--- src/rtl/spi_rd_pkg.sv ---
package spi_rd_pkg;
  localparam int unsigned CMD_ADDR_BITS = 16;

  typedef enum logic [1:0] {
    ST_IDLE = 2'd0,
    ST_ADDR = 2'd1,
    ST_DATA = 2'd2
  } rd_state_e;
endpackage

--- src/rtl/spi_sck_edge.sv ---
module spi_sck_edge (
  input  logic clk_i,
  input  logic rst_ni,
  input  logic sck_i,
  output logic rise_o,
  output logic fall_o
);
  logic sck_q;

  always_ff @(posedge clk_i or negedge rst_ni) begin
    if (!rst_ni) sck_q <= 1'b0;
    else         sck_q <= sck_i;
  end

  assign rise_o = sck_i & ~sck_q;
  assign fall_o = ~sck_i & sck_q;
endmodule

--- src/rtl/spi_rd_addr.sv ---
module spi_rd_addr #(
  parameter int unsigned AW = 12
) (
  input  logic          clk_i,
  input  logic          rst_ni,
  input  logic          shift_i,
  input  logic          bit_i,
  input  logic          inc_i,
  output logic [AW-1:0] addr_o
);
  logic [AW-1:0] addr_q;

  // shifting 16 bits through AW bits drops the upper don't-care bits
  always_ff @(posedge clk_i or negedge rst_ni) begin
    if (!rst_ni)      addr_q <= '0;
    else if (shift_i) addr_q <= {addr_q[AW-2:0], bit_i};
    else if (inc_i)   addr_q <= addr_q + AW'(1);
  end

  assign addr_o = addr_q;


  addr_wrap_chk: assert property (@(posedge clk_i) disable iff (!rst_ni)
    (inc_i && !shift_i && addr_q == {AW{1'b1}}) |=> (addr_q == '0));
endmodule

--- src/rtl/spi_rd_txsh.sv ---
module spi_rd_txsh #(
  parameter int unsigned DW = 8
) (
  input  logic          clk_i,
  input  logic          rst_ni,
  input  logic          load_i,
  input  logic          shift_i,
  input  logic [DW-1:0] data_i,
  output logic          msb_o
);
  logic [DW-1:0] sh_q;

  always_ff @(posedge clk_i or negedge rst_ni) begin
    if (!rst_ni)      sh_q <= '0;
    else if (load_i)  sh_q <= data_i;
    else if (shift_i) sh_q <= {sh_q[DW-2:0], 1'b0};
  end

  assign msb_o = sh_q[DW-1];
endmodule

--- src/rtl/spi_seq_read.sv ---
module spi_seq_read
  import spi_rd_pkg::*;
#(
  parameter int unsigned ADDR_W = 12,
  parameter int unsigned DATA_W = 8
) (
  input  logic              clk_i,
  input  logic              rst_ni,
  input  logic              cs_ni,
  input  logic              sck_i,
  input  logic              si_i,
  input  logic              start_i,
  output logic              so_o,
  output logic              so_oe_o,
  output logic              mem_req_o,
  output logic [ADDR_W-1:0] mem_addr_o,
  input  logic [DATA_W-1:0] mem_rdata_i
);
  localparam int unsigned ABIT_W = $clog2(CMD_ADDR_BITS);
  localparam int unsigned DBIT_W = $clog2(DATA_W);
  localparam logic [ABIT_W-1:0] ABIT_LAST = ABIT_W'(CMD_ADDR_BITS - 1);
  localparam logic [DBIT_W-1:0] DBIT_LAST = DBIT_W'(DATA_W - 1);

  rd_state_e         state_q;
  logic [ABIT_W-1:0] abit_q;
  logic [DBIT_W-1:0] dbit_q;
  logic              active_q, req_q, rvalid_q, pref_vld_q;
  logic [DATA_W-1:0] pref_q;
  logic              sck_rise, sck_fall;
  logic              addr_shift, byte_load, bit_shift;
  logic              tx_msb;

  spi_sck_edge u_edge (
    .clk_i  (clk_i),
    .rst_ni (rst_ni),
    .sck_i  (sck_i),
    .rise_o (sck_rise),
    .fall_o (sck_fall)
  );

  assign addr_shift = !cs_ni && state_q == ST_ADDR && sck_rise;
  assign byte_load  = !cs_ni && state_q == ST_DATA && sck_fall && dbit_q == '0;
  assign bit_shift  = !cs_ni && state_q == ST_DATA && sck_fall && dbit_q != '0;

  spi_rd_addr #(.AW(ADDR_W)) u_addr (
    .clk_i   (clk_i),
    .rst_ni  (rst_ni),
    .shift_i (addr_shift),
    .bit_i   (si_i),
    .inc_i   (byte_load),
    .addr_o  (mem_addr_o)
  );

  spi_rd_txsh #(.DW(DATA_W)) u_tx (
    .clk_i   (clk_i),
    .rst_ni  (rst_ni),
    .load_i  (byte_load),
    .shift_i (bit_shift),
    .data_i  (pref_q),
    .msb_o   (tx_msb)
  );

  always_ff @(posedge clk_i or negedge rst_ni) begin
    if (!rst_ni) begin
      state_q  <= ST_IDLE;
      abit_q   <= '0;
      dbit_q   <= '0;
      active_q <= 1'b0;
      req_q    <= 1'b0;
    end else if (cs_ni) begin
      state_q  <= ST_IDLE;
      abit_q   <= '0;
      dbit_q   <= '0;
      active_q <= 1'b0;
      req_q    <= 1'b0;
    end else begin
      req_q <= 1'b0;
      unique case (state_q)
        ST_IDLE: if (start_i) begin
          state_q <= ST_ADDR;
          abit_q  <= '0;
        end
        ST_ADDR: if (sck_rise) begin
          abit_q <= abit_q + ABIT_W'(1);
          if (abit_q == ABIT_LAST) begin
            state_q <= ST_DATA;
            dbit_q  <= '0;
            req_q   <= 1'b1;
          end
        end
        ST_DATA: if (sck_fall) begin
          dbit_q <= dbit_q + DBIT_W'(1);
          if (dbit_q == '0) active_q <= 1'b1;
          // prefetch next byte while its predecessor's last bit is on the wire
          if (dbit_q == DBIT_LAST) req_q <= 1'b1;
        end
        default: state_q <= ST_IDLE;
      endcase
    end
  end

  always_ff @(posedge clk_i or negedge rst_ni) begin
    if (!rst_ni) begin
      rvalid_q   <= 1'b0;
      pref_vld_q <= 1'b0;
      pref_q     <= '0;
    end else if (cs_ni) begin
      rvalid_q   <= 1'b0;
      pref_vld_q <= 1'b0;
    end else begin
      rvalid_q <= req_q;
      if (rvalid_q) begin
        pref_q     <= mem_rdata_i;
        pref_vld_q <= 1'b1;
      end else if (byte_load) begin
        pref_vld_q <= 1'b0;
      end
    end
  end

  assign mem_req_o = req_q;
  assign so_oe_o   = active_q & ~cs_ni;
  assign so_o      = so_oe_o & tx_msb;


  cs_idle_chk: assert property (@(posedge clk_i) disable iff (!rst_ni)
    cs_ni |=> (state_q == ST_IDLE));


  pref_ready_chk: assert property (@(posedge clk_i) disable iff (!rst_ni)
    byte_load |-> pref_vld_q);


  req_pulse_chk: assert property (@(posedge clk_i) disable iff (!rst_ni)
    mem_req_o |=> !mem_req_o);


  oe_data_chk: assert property (@(posedge clk_i) disable iff (!rst_ni)
    so_oe_o |-> (state_q == ST_DATA));
endmodule

--- config.mk ---
export PLATFORM = sky130hd
export DESIGN_NAME = spi_seq_read
export DESIGN_NICKNAME = d
export VERILOG_FILES = /design/src/rtl/spi_rd_pkg.sv /design/src/rtl/spi_sck_edge.sv /design/src/rtl/spi_rd_addr.sv /design/src/rtl/spi_rd_txsh.sv /design/src/rtl/spi_seq_read.sv
export SDC_FILE = /design/constraint.sdc
export NUM_CORES = 1
export LEC_CHECK = 0
export ABC_CLOCK_PERIOD_IN_PS = 4100
export BUFFER_PORTS_ARGS = -buffer_cell sky130_fd_sc_hd__buf_2
export CAP_MARGIN = 0
export CORE_UTILIZATION = 52
export CTS_BUF_LIST = sky130_fd_sc_hd__clkbuf_8
export DETAILED_ROUTE_END_ITERATION = 8
export MAX_ROUTING_LAYER = met4
export PLACE_DENSITY = 0.71
export SYNTH_ARGS = -nofsm -noshare
export SYNTH_HDL_FRONTEND = slang
export SYNTH_HIERARCHICAL = 1
export SYNTH_SLANG_ARGS = --single-unit
--- constraint.sdc ---
create_clock -name clk_i -period 4.1 [get_ports clk_i]
set_input_delay 0.41 -clock clk_i [delete_from_list [all_inputs] [get_ports clk_i]]
set_output_delay 0.41 -clock clk_i [all_outputs]
set_load 0.02 [all_outputs]
==> flow_metrics.env <==
export IMPL_synth_most_common_cell="dfrtp_1"
export IMPL_fin_util_pct=61.58
export IMPL_postCtsSetupBuffers=0
export IMPL_final_hold_violation_count=0
export IMPL_ys_top_cells_by_count="dfrtp_1 (41), nand2_1 (21), nand3_1 (14)"
export IMPL_start_util_pct=55.07
export IMPL_route_detailed_drc=0
export IMPL_core_area_um2=4058
export IMPL_endpoint_kind="flop"
export IMPL_synth_edf_count=0
export IMPL_p_leak_nw=1.168
export IMPL_dp_hpwl_um=2893
export IMPL_max_stage_delay_ns=0.62
export IMPL_area_delta_synth_final_pct=11.81
export IMPL_die_h_um=67.56
export IMPL_grt_pass1_wl_um=7003
export IMPL_worst_r2r_startpoint="state_q[1]"
export IMPL_ys_types=45
export IMPL_cp_slowest_cell="or4b_2"
export IMPL_crit_arrival_ns=2.63
export IMPL_hold_ws_ns=0.2367
export IMPL_clkTransAtPathRegs_ns=0.08
export IMPL_overflow=0
export IMPL_clockBufferDepth=2
export IMPL_die_area_um2=4564
export IMPL_syn_nets=238
export IMPL_worstSetupEndpoint="u_addr/addr_o[5]"
export IMPL_avgViaCountPerCell=5.812
export IMPL_ys_flop_type="dfrtp_1"
export IMPL_num_rows=23
export IMPL_r2r_end="u_addr/addr_o[5]"
export IMPL_period_needed_ns=2.402
export IMPL_skew_ns=0.008428
export IMPL_post_cts_resized=0
export IMPL_tightest_slew_ns=0.9597
export IMPL_track_usage_pct=21.34
export IMPL_vias=1703
export IMPL_r2r_slack_ns=1.70
export IMPL_total_power_mw=1.003
export IMPL_synth_async_reset_ratio_pct=100.0
export IMPL_synth_largest_area_cell="dfrtp_1"
export IMPL_setup_tns_ns=0
export IMPL_antenna_found_initial=0
export IMPL_final_nets=265
export IMPL_crit_required_ns=4.33
export IMPL_grt_pass1_vias=1514
export IMPL_yosysSeqAreaShare_pct=45.91
export IMPL_ys_ff_latch=41
export IMPL_critical_path_top_delay_family="simple AND/OR/NAND/NOR gates"
export IMPL_drv_slew=0
export IMPL_crit_buf_inv=1
export IMPL_multi_input_area_um2=1109
export IMPL_port_buffers=28
export IMPL_rr_worst_depth=7
export IMPL_insertion_delay_ns=0.29
export IMPL_drive_gt1_share_pct=22.22
export IMPL_drtIter0Drc=134
export IMPL_drv_cap=0
export IMPL_yosys_area_top_type_share_pct=45.91
export IMPL_drtAntennaViolNets=0
export IMPL_cp_cell_sequence="ha_1 > nand3b_1 > nor3b_2 > buf_4 > nand3_1 > or4b_2 > nand3_1"
export IMPL_stdcell_area_um2=2499
export IMPL_powerDensity_nw_per_um2=401.5
export IMPL_die_w_um=67.56
export IMPL_finalCritPeriodShare_pct=58.59
export IMPL_wire_per_inst_um=14.43
export IMPL_num_fill_cells=335
export IMPL_crit_type="flop to flop"
export IMPL_synth_area_leaders="dfrtp_1 (46%), ha_1 (5.0%), mux2_2 (5.0%)"
export IMPL_clock_tree_htree_level_count=2
export IMPL_worstPathMaxFanout=25
export IMPL_crit_cells=7
export IMPL_postSynthCellCount=215
export IMPL_setup_violations=0
export IMPL_status="finished, final reports clean"
export IMPL_crit_path_frequent_cell="nand3_1"
export IMPL_io_pins=29
export IMPL_hold_path_class="input port to async pin"
export IMPL_clkSinkCount=41
export IMPL_wirelength_um=4227
export IMPL_rsz0062_at_grt="no"
export IMPL_yosys_warnings=6
export IMPL_max_freq_mhz=416.3
export IMPL_critPathLaunch="state_q[1]"
export IMPL_cts_tree="built"
export IMPL_synth_cell_area_um2=2235
export IMPL_root_buffer="clkbuf_8"
export IMPL_syn_area_per_cell_um2=10.39
export IMPL_maxSlewHeadroom_pct=36.02
export IMPL_grt_max_degree=42
export IMPL_dpl_cell_area_um2=2382
export IMPL_ir_drop_mv=0.1885
export IMPL_drtPass1Iterations=4
export IMPL_hold_buffers=0
export IMPL_register_area_um2=1026
export IMPL_cts_buffers=5
export IMPL_critPathLaunchType="flop"
export IMPL_gp_congestion=0.8707
export IMPL_diodes=0
==> registers in the layout, summed over array words and instances (netlist names) <==
name and flops:
rvalid_q 1, abit_q 4, state_q 2, pref_q 8
u_addr/addr_o 12, u_edge/sck_q 1, mem_req_o 1, u_tx/sh_q 8
dbit_q 3, active_q 1
==> cells in the final DEF, fill, tap and decap left out, types with 3 or more instances in the layout <==
master / count
nand2_1: 21
mux2i_1: 10
or4_1: 6
a21oi_1: 5
nor2b_1: 9
o21ai_0: 9
dfrtp_1: 41
ha_1: 9
nor2_1: 4
o311ai_0: 4
clkbuf_8: 6
inv_1: 9
o21ai_1: 7
nand2b_1: 5
mux2_2: 10
nand3b_1: 4
or3_1: 3
nand4_1: 4
buf_2: 28
o211ai_1: 7
nand3_1: 14
==> power by group <==
part / leakage (nW) / internal [mW] / switching, mW
logic: 0.539 / 0.0831 / 0.118
registers: 0.566 / 0.428 / 0.0412
clock network: 0.0626 / 0.196 / 0.137
total: 1.17 / 0.707 / 0.296
==> per-stage QoR <==
stage | worst slack (ns) | std cells
after floorplan | 1.499 | 215
after global placement | 1.781 | 285
after detailed placement | 1.725 | 285
after CTS | 1.712 | 293
after global routing | 1.484 | 293
final | 1.698 | 293
==> routing by layer <==
layer	vias to the layer above	routed length [µm]	GRT usage (%)
met5	-	0	-
met2	33	1934	30.69
li1	840	-	-
met1	825	2102	29.37
met4	0	53	8.511
met3	5	137	4.054
==> layout make-up <==
class                      instances  area share (%)
clock inverter                     2           1.352
tap                               50           2.504
timing repair buffer              30           6.209
multi-input combinational        156           44.37
inverter                           8           1.202
sequential                        41           41.06
clock buffer                       6           3.305
==> kinds of logic (layout without fill, tap and decap cells) <==
logic type / Yosys count / in the layout / share of synthesized area, %
AND/OR/NAND/NOR: 82 / 82 / 21.22
AO/OA/AOI/OAI: 43 / 43 / 12.82
flip-flops: 41 / 41 / 45.91
multiplexers: 20 / 20 / 9.519
buffers and inverters: 18 / 46 / 4.703
adder cells (fa/ha/maj): 9 / 9 / 5.039
XOR/XNOR: 2 / 2 / 0.7840
==> worst reg2reg max path, cell delays in order (launching register included) <==
cell and delay, ns:
dfrtp_1 0.49, ha_1 0.35, nand3b_1 0.18, nor3b_2 0.18, buf_4 0.28, nand3_1 0.17
or4b_2 0.62, nand3_1 0.08
==> worst min path at each step <==
stage          slack (ns)           end  cells past startpoint  startpoint
2_1_floorplan        0.11     abit_q[0]                      0      rst_ni
3_3_place_gp         0.48  u_tx/sh_q[0]                      2   pref_q[0]
3_5_place_dp         0.47  u_tx/sh_q[0]                      2   pref_q[0]
4_1_cts              0.25  u_edge/sck_q                      1       sck_i
5_1_grt              0.24  u_edge/sck_q                      1       sck_i
6_report             0.24     abit_q[3]                      1      rst_ni
(Power assumes the default switching activity.)
